File: src/rtl/gpi_evt_pkg.sv
package gpi_evt_pkg;

    typedef enum logic [1:0] {
        RT_NONE = 2'b00,
        RT_SMI  = 2'b01,
        RT_SCI  = 2'b10,
        RT_RSVD = 2'b11
    } route_e;

    localparam logic [1:0] ADDR_STAT  = 2'd0;
    localparam logic [1:0] ADDR_POL   = 2'd1;
    localparam logic [1:0] ADDR_ROUTE = 2'd2;

    typedef struct packed {
        logic smi;
        logic sci;
    } steer_t;

    // Reserved code maps to no destination, so both is never produced.
    function automatic steer_t decode_route(input logic [1:0] f);
        steer_t s;
        s = '0;
        case (route_e'(f))
            RT_SMI:  s.smi = 1'b1;
            RT_SCI:  s.sci = 1'b1;
            default: s = '0;
        endcase
        return s;
    endfunction

endpackage

File: src/rtl/gpi_cfg_regs.sv
module gpi_cfg_regs
    import gpi_evt_pkg::*;
#(
    parameter int N_LINES = 16
) (
    input  logic                   clk,
    input  logic                   rst,
    input  logic                   wr_en,
    input  logic [1:0]             addr,
    input  logic [2*N_LINES-1:0]   wdata,
    input  logic [N_LINES-1:0]     status_q,
    output logic [N_LINES-1:0]     pol_q,
    output logic [2*N_LINES-1:0]   route_q,
    output logic [N_LINES-1:0]     clr_mask,
    output logic [2*N_LINES-1:0]   rdata
);
    localparam int DW = 2 * N_LINES;

    always_ff @(posedge clk) begin
        if (rst) begin
            pol_q   <= '0;
            route_q <= '0;
        end else if (wr_en) begin
            if (addr == ADDR_POL)   pol_q   <= wdata[N_LINES-1:0];
            if (addr == ADDR_ROUTE) route_q <= wdata;
        end
    end

    always_comb begin
        clr_mask = '0;
        if (wr_en && addr == ADDR_STAT) clr_mask = wdata[N_LINES-1:0];
    end

    always_comb begin
        case (addr)
            ADDR_STAT:  rdata = {{(DW-N_LINES){1'b0}}, status_q};
            ADDR_POL:   rdata = {{(DW-N_LINES){1'b0}}, pol_q};
            ADDR_ROUTE: rdata = route_q;
            default:    rdata = '0;
        endcase
    end
endmodule

File: src/rtl/gpi_qual_filter.sv
module gpi_qual_filter #(
    parameter int N_LINES = 16
) (
    input  logic               clk,
    input  logic               rst,
    input  logic [N_LINES-1:0] sense_in,
    input  logic [N_LINES-1:0] pol_q,
    input  logic               fast_tick,
    input  logic               slow_tick,
    input  logic               rate_sel,
    output logic [N_LINES-1:0] set_evt
);
    logic               rate_q;
    logic               rate_chg;
    logic               smp;
    logic [N_LINES-1:0] qual;

    assign rate_chg = rate_sel ^ rate_q;
    assign smp      = rate_sel ? slow_tick : fast_tick;
    assign qual     = sense_in ^ pol_q;

    always_ff @(posedge clk) begin
        if (rst) rate_q <= 1'b0;
        else     rate_q <= rate_sel;
    end

    for (genvar i = 0; i < N_LINES; i++) begin : g_line
        if (i == 0) begin : g_direct
            // Unfiltered line: one active sample is enough.
            assign set_evt[i] = smp & qual[i];
        end else begin : g_two_sample
            logic hist_q;
            always_ff @(posedge clk) begin
                if (rst)           hist_q <= 1'b0;
                else if (rate_chg) hist_q <= smp & qual[i];
                else if (smp)      hist_q <= qual[i];
            end
            // Old-rate history is masked on the cycle the rate changes.
            assign set_evt[i] = smp & qual[i] & hist_q & ~rate_chg;
        end
    end
endmodule

File: src/rtl/gpi_status_bank.sv
module gpi_status_bank #(
    parameter int N_LINES = 16
) (
    input  logic               clk,
    input  logic               rst,
    input  logic [N_LINES-1:0] set_evt,
    input  logic [N_LINES-1:0] clr_mask,
    output logic [N_LINES-1:0] status_q
);
    always_ff @(posedge clk) begin
        if (rst) status_q <= '0;
        else     status_q <= (status_q & ~clr_mask) | set_evt;
    end
endmodule

File: src/rtl/gpi_route_merge.sv
module gpi_route_merge
    import gpi_evt_pkg::*;
#(
    parameter int N_LINES = 16
) (
    input  logic                 clk,
    input  logic                 rst,
    input  logic [N_LINES-1:0]   status_q,
    input  logic [2*N_LINES-1:0] route_q,
    output logic                 smi_req,
    output logic                 sci_req
);
    logic [N_LINES-1:0] to_smi;
    logic [N_LINES-1:0] to_sci;

    for (genvar i = 0; i < N_LINES; i++) begin : g_dec
        steer_t st;
        assign st        = decode_route(route_q[2*i +: 2]);
        assign to_smi[i] = status_q[i] & st.smi;
        assign to_sci[i] = status_q[i] & st.sci;
    end

    always_ff @(posedge clk) begin
        if (rst) begin
            smi_req <= 1'b0;
            sci_req <= 1'b0;
        end else begin
            smi_req <= |to_smi;
            sci_req <= |to_sci;
        end
    end
endmodule

File: src/rtl/gpi_event_router.sv
module gpi_event_router #(
    parameter int N_LINES = 16
) (
    input  logic                   clk,
    input  logic                   rst,
    input  logic [N_LINES-1:0]     sense_in,
    input  logic                   fast_tick,
    input  logic                   slow_tick,
    input  logic                   rate_sel,
    input  logic                   reg_we,
    input  logic [1:0]             reg_addr,
    input  logic [2*N_LINES-1:0]   reg_wdata,
    output logic [2*N_LINES-1:0]   reg_rdata,
    output logic                   smi_req,
    output logic                   sci_req
);
    logic [N_LINES-1:0]   pol_q;
    logic [2*N_LINES-1:0] route_q;
    logic [N_LINES-1:0]   clr_mask;
    logic [N_LINES-1:0]   set_evt;
    logic [N_LINES-1:0]   status_q;

    gpi_cfg_regs #(.N_LINES(N_LINES)) u_cfg (
        .clk      (clk),
        .rst      (rst),
        .wr_en    (reg_we),
        .addr     (reg_addr),
        .wdata    (reg_wdata),
        .status_q (status_q),
        .pol_q    (pol_q),
        .route_q  (route_q),
        .clr_mask (clr_mask),
        .rdata    (reg_rdata)
    );

    gpi_qual_filter #(.N_LINES(N_LINES)) u_filt (
        .clk       (clk),
        .rst       (rst),
        .sense_in  (sense_in),
        .pol_q     (pol_q),
        .fast_tick (fast_tick),
        .slow_tick (slow_tick),
        .rate_sel  (rate_sel),
        .set_evt   (set_evt)
    );

    gpi_status_bank #(.N_LINES(N_LINES)) u_stat (
        .clk      (clk),
        .rst      (rst),
        .set_evt  (set_evt),
        .clr_mask (clr_mask),
        .status_q (status_q)
    );

    gpi_route_merge #(.N_LINES(N_LINES)) u_route (
        .clk      (clk),
        .rst      (rst),
        .status_q (status_q),
        .route_q  (route_q),
        .smi_req  (smi_req),
        .sci_req  (sci_req)
    );
endmodule

File: config.mk
export PLATFORM = sky130hd
export DESIGN_NAME = gpi_event_router
export DESIGN_NICKNAME = d
export VERILOG_FILES = /design/src/rtl/gpi_evt_pkg.sv /design/src/rtl/gpi_cfg_regs.sv /design/src/rtl/gpi_qual_filter.sv /design/src/rtl/gpi_status_bank.sv /design/src/rtl/gpi_route_merge.sv /design/src/rtl/gpi_event_router.sv
export SDC_FILE = /design/constraint.sdc
export NUM_CORES = 1
export LEC_CHECK = 0
export BUFFER_PORTS_ARGS = -buffer_cell sky130_fd_sc_hd__buf_2
export CORE_MARGIN = 2
export CORE_UTILIZATION = 48
export CTS_CLUSTER_DIAMETER = 80
export CTS_CLUSTER_SIZE = 24
export DETAILED_ROUTE_END_ITERATION = 6
export PLACE_DENSITY = 0.87
export SYNTH_ARGS = -nofsm -noshare
export SYNTH_HDL_FRONTEND = slang
export SYNTH_SLANG_ARGS = --single-unit
File: constraint.sdc
create_clock -name clk -period 1.31 [get_ports clk]
set_clock_uncertainty 0.2 [all_clocks]
set_input_delay 0.131 -clock clk [delete_from_list [all_inputs] [get_ports clk]]
set_output_delay 0.131 -clock clk [all_outputs]
set_load 0.05 [all_outputs]
* Word level (Yosys, flattened, before mapping)
Cells that the tools add are included.
** Word-level totals
- Bits in registers :: 82
- Input bits :: 56
- Output and inout bits :: 34
- Logic and storage cells :: 211
** Cells by class
- Eq/ne operators :: 34
- Multiplexer cells :: 65
- Bitwise logic cells :: 84
- Reductions and logical operators :: 7
** Operators with widths (number)
- $pmux W32 S3 :: 1
- $and A1 B1 Y1 :: 78
- $mux W1 :: 63
- $eq A2 B1 Y1 const B :: 17
- $eq A2 B2 Y1 const B :: 17
- $reduce_or A16 Y1 :: 2
- $and A16 B16 Y16 :: 1
- $mux W16 :: 1
- $not A16 Y16 :: 1
- $or A16 B16 Y16 :: 1
- $xor A16 B16 Y16 :: 1
- $reduce_and A2 Y1 :: 2
- $logic_not A2 Y1 :: 1
- $reduce_bool A2 Y1 :: 1
- $logic_and A1 B1 Y1 :: 1
- $not A1 Y1 :: 1
- $xor A1 B1 Y1 :: 1

* Logic depth before layout (Yosys ltp)
- Depth after elaboration :: 6
- Mapped depth :: 7
- Depth with buffers taken out :: 4

* Modules after synthesis
A second synthesis with hierarchy kept.
** Unflattened totals
- Cell total of the unflattened synthesis :: 463
- Area total of the unflattened synthesis :: 4396.7 µm²
** Modules (own cells, without submodules)
- gpi_cfg_regs :: times used 1, cells an instance 269, area an instance 2640.0 µm²
- gpi_qual_filter :: times used 1, cells an instance 75, area an instance 799.5 µm²
- gpi_status_bank :: times used 1, cells an instance 66, area an instance 629.4 µm²
- gpi_route_merge :: times used 1, cells an instance 53, area an instance 327.8 µm²

* Least setup slack after synthesis
No wires, ideal clock.
- Kind :: in2out
- Start :: in reg_addr[0]
- End :: out reg_rdata[10]
- Data arrival time :: 1.789 ns
- Required time :: 0.979 ns
- Path slack :: -0.810 ns
- Stages on the path :: 4
- Buffers on the path :: 2
- Cell sequence :: buf_4 > buf_2 > mux2i_1 > o21ai_0
** On the way
- Cells in the longest elaborated chain, start to end :: 2
- Elaborated cells between the ends (all ways) :: 4
- Classes of those cells :: eq/ne: 2; mux: 1; reduce/logical: 1
** RTL lines
- start: declaration :: RTL line gpi_event_router.sv:11 : input logic [1:0] reg_addr,
- $eq A2 B2 Y1 (tied with other cells) :: RTL line gpi_cfg_regs.sv:35 : case (addr)
- $pmux W32 S3 (*) :: RTL line gpi_cfg_regs.sv:35
- end: declaration :: RTL line gpi_event_router.sv:13 : output logic [2*N_LINES-1:0] reg_rdata,
Every way passes the cells marked *; elsewhere a longest branch is shown, timed or not.

* Final worst setup path
- Start :: reg u_cfg.route_q[7]
- End :: out reg_rdata[7]
** On the way
- Cells in the longest elaborated chain, start to end :: 1
** RTL lines
- start: declaration :: RTL line gpi_cfg_regs.sv:13 : output logic [2*N_LINES-1:0] route_q,
- start signal: assignment :: RTL line gpi_cfg_regs.sv:25 : if (addr == ADDR_ROUTE) route_q <= wdata;
- $pmux W32 S3 :: RTL line gpi_cfg_regs.sv:35
Every way passes these cells.

==> results.tsv <==
stage	metric	value	unit
synth	ys_types	27	
timing	finalMaxSlewViolations	0	
synth	ys_seq_area_share	43.6	%
timing	setup_viol	64	
routing	vias	5270	
power	finalPower	0.00613	W
routing	drt_first_pass_iters	7	
floorplan	dieArea	8570	um^2
floorplan	start_util	49.3	%
floorplan	core_region_area	7650	um^2
worst_setup_path	worst_setup_path_start_kind	register	
worst_setup_path	crit_fanout	4	
placement	dpl.hpwl	8.14	mm
clock_network	cts_tree	yes	
cells_and_area	drive_gt1_share	48.8	%
timing	tightest_slew	0.370	ns
cells_and_area	final_nets	732	
global_routing	grt_pass1_wl	26.6	mm
clock_network	clock_sinks	82	
timing	setup_tns	-10.48	ns
timing	worst_hold_slack	-0.0115	ns
floorplan	row_count	32	
synth	avgSynthCellArea	7.88	um^2
clock_network	h-tree-depth	3	
power	p_leak	2.65	nW
clock_network	clk_pin_slew	0.09	ns
global_routing	grt-ovfl-total	0	
cells_and_area	diodes	0	
timing	fin_crit	1.68	ns
global_routing	grt_pass1_vias	4946	
global_routing	grt_max_degree	83	
synth	netlist.area_leader.share	43.6	%
timing	max_slew_margin	75.3	%
worst_setup_path	path_class	register to primary output	
timing	rsz0062_at_grt	yes	
min_path	min_path_type	primary input to register	
placement	gp_congestion	0.896	
routing	wl_per_cell	26.4	um
timing	timing.final.crit_share	129	%
synth	synth-main-ff-cell	dfxtp_1	
floorplan	die_y	92.6	um
synth	netlist_area	3770	um^2
synth	syn_inst	478	
outcome	status	complete, but fails checks	
power	ir_drop	0.621	mV
global_routing	grt_antenna_before_repair	0	
power	power.density	931	nW/um^2
floorplan	die_w	92.6	um
clock_network	cts_made_buffers	9	
timing	fmax	594	MHz
floorplan	design.portCount	90	
synth	async_flop_share	0	%
synth	yosysMostFrequentCell	nand2_1	
synth	synth.top_cells.by_count	151 x nand2_1, 82 x dfxtp_1, 50 x a21oi_1	
placement	io_buffer_count	89	
routing	vias_per_cell	6.73	
global_routing	track_usage	40.7	%
synth	synth.top_cells.by_area	dfxtp_1 44%, nand2_1 15%, a21oi_1 6.6%	
run	maxCapViolCount	0	
min_path	hp-start	sense_in[1]	
synth	synth_edf_count	0	
outcome	violations	DRC, hold timing, setup timing	
clock_network	clockBufferDepth	2	
routing	drt-total-wl	20.6	mm
clock_network	cts_root_buf	clkbuf_8	
timing	hold_viol	1	
routing	drc	62	
worst_setup_path	crit_path_start	u_cfg.route_q[7]	
worst_setup_path	worstPathArrival	1.35	ns
synth	yosysWarnings	0	
worst_setup_path	critical_path_required	0.98	ns
timing	finalWorstSetupSlack	-0.375	ns
clock_network	clkLatencyLatePin	0.40	ns
routing	drt-initial-drc-count	919	
synth	synth-seq-cells	82	
worst_setup_path	r2r-start	u_filt.rate_q	
worst_setup_path	end_kind	primary output	
routing	ant_nets	0	
cells_and_area	syn_to_final_growth	74.7	%
synth	synth_top_cell_by_area	dfxtp_1	
synth	synthesis.nets	534	
critical path: stages, from the launching register on:
cell and delay (ns):
dfxtp_2 0.40, nand2_1 0.25, o21ai_4 0.14, buf_6 0.18
routing by layer:
layer	global-route usage [%]	vias up	routed length, um	share of wire (%)
met1	47.5	2395	6820	33
met5	0	-	0	0
met2	65.6	620	8920	43
met3	9.52	229	2820	14
li1	-	2026	-	-
met4	29.1	0	2070	10
timing repair:
action                                 CTS  global route
resized for setup                      207            30
hold buffers                            48             0
endpoints found under the hold margin   79             0
setup endpoints to repair               64            64
gates cloned                             1             1
pin swaps                               22            24
setup buffers                           37            12
per-stage QoR:
stage / instances / setup WS [ns] / utilization, % / cell area, um^2
floorplan: 478 / -0.0788 / - / 3980
global placement: 670 / -0.115 / 61.8 / 4720
detailed placement: 670 / -0.145 / 61.8 / 4720
CTS: 772 / -0.166 / 83.1 / 6350
global route: 783 / -0.344 / 86.1 / 6580
finish: 783 / -0.375 / 86.1 / 6580
path summary, 6_finish.rpt:
check | endpoint | slack (ns) | depth (start not counted)
worst max-delay path | reg_rdata[7] | -0.37 | 3
worst min-delay path | u_filt.g_line[1].g_two_sample.hist_q | -0.01 | 4
worst max register to register | u_stat.status_q[1] | -0.27 | 4
worst min register to register | u_cfg.route_q[12] | 0.31 | 2
sequential cells by signal (all words and copies together), names as in the netlist:
| signal | count |
|---|---|
| u_filt.g_line.g_two_sample.hist_q | 15 |
| u_cfg.pol_q | 16 |
| u_cfg.route_q | 32 |
| u_filt.rate_q | 1 |
| u_route.smi_req | 1 |
| u_route.sci_req | 1 |
| u_stat.status_q | 16 |
report_power, final:
part	internal (W)	switching, W
Combinational	0.000555	0.000686
Sequential	0.00257	0.000108
Clock	0.00112	0.00109
Total	0.00424	0.00188
cell type report:
type	instances	area, um^2
repair buffers	216	1970
multi-input cells	367	2500
flip-flops and latches	82	1770
clock inverters	5	77.6
well taps	102	128
clock buffers	11	141
fillers	315	1060
placed cells by master (no fill, tap or decap), types with 3 or more instances in the layout:
| master | instances |
|---|---|
| nand2_1 | 147 |
| buf_2 | 57 |
| buf_4 | 56 |
| a21oi_1 | 50 |
| dlygate4sd3_1 | 48 |
| dfxtp_2 | 46 |
| nor2_1 | 30 |
| buf_6 | 27 |
| dfxtp_4 | 18 |
| dfxtp_1 | 18 |
| buf_8 | 17 |
| and2_4 | 16 |
| nand3b_1 | 16 |
| xor2_1 | 16 |
| a22oi_2 | 15 |
| o21ai_4 | 12 |
| mux2i_4 | 10 |
| clkbuf_8 | 10 |
| buf_12 | 10 |
| a32oi_1 | 9 |
| a32oi_2 | 6 |
| o21ai_2 | 5 |
| o22ai_1 | 5 |
| nand2_2 | 4 |
| mux2i_2 | 3 |
| mux2i_1 | 3 |
| nor4_2 | 3 |
| o22ai_2 | 3 |
cell families after synthesis:
family                 after synthesis  share of synthesized area (%)
buffers and inverters               30                           3.95
XOR/XNOR                            17                           4.15
flip-flops                          82                           43.6
multiplexers                        17                           4.65
AO/OA/AOI/OAI                      106                           16.9
AND/OR/NAND/NOR                    226                           26.8
(Power assumes the default switching activity.)
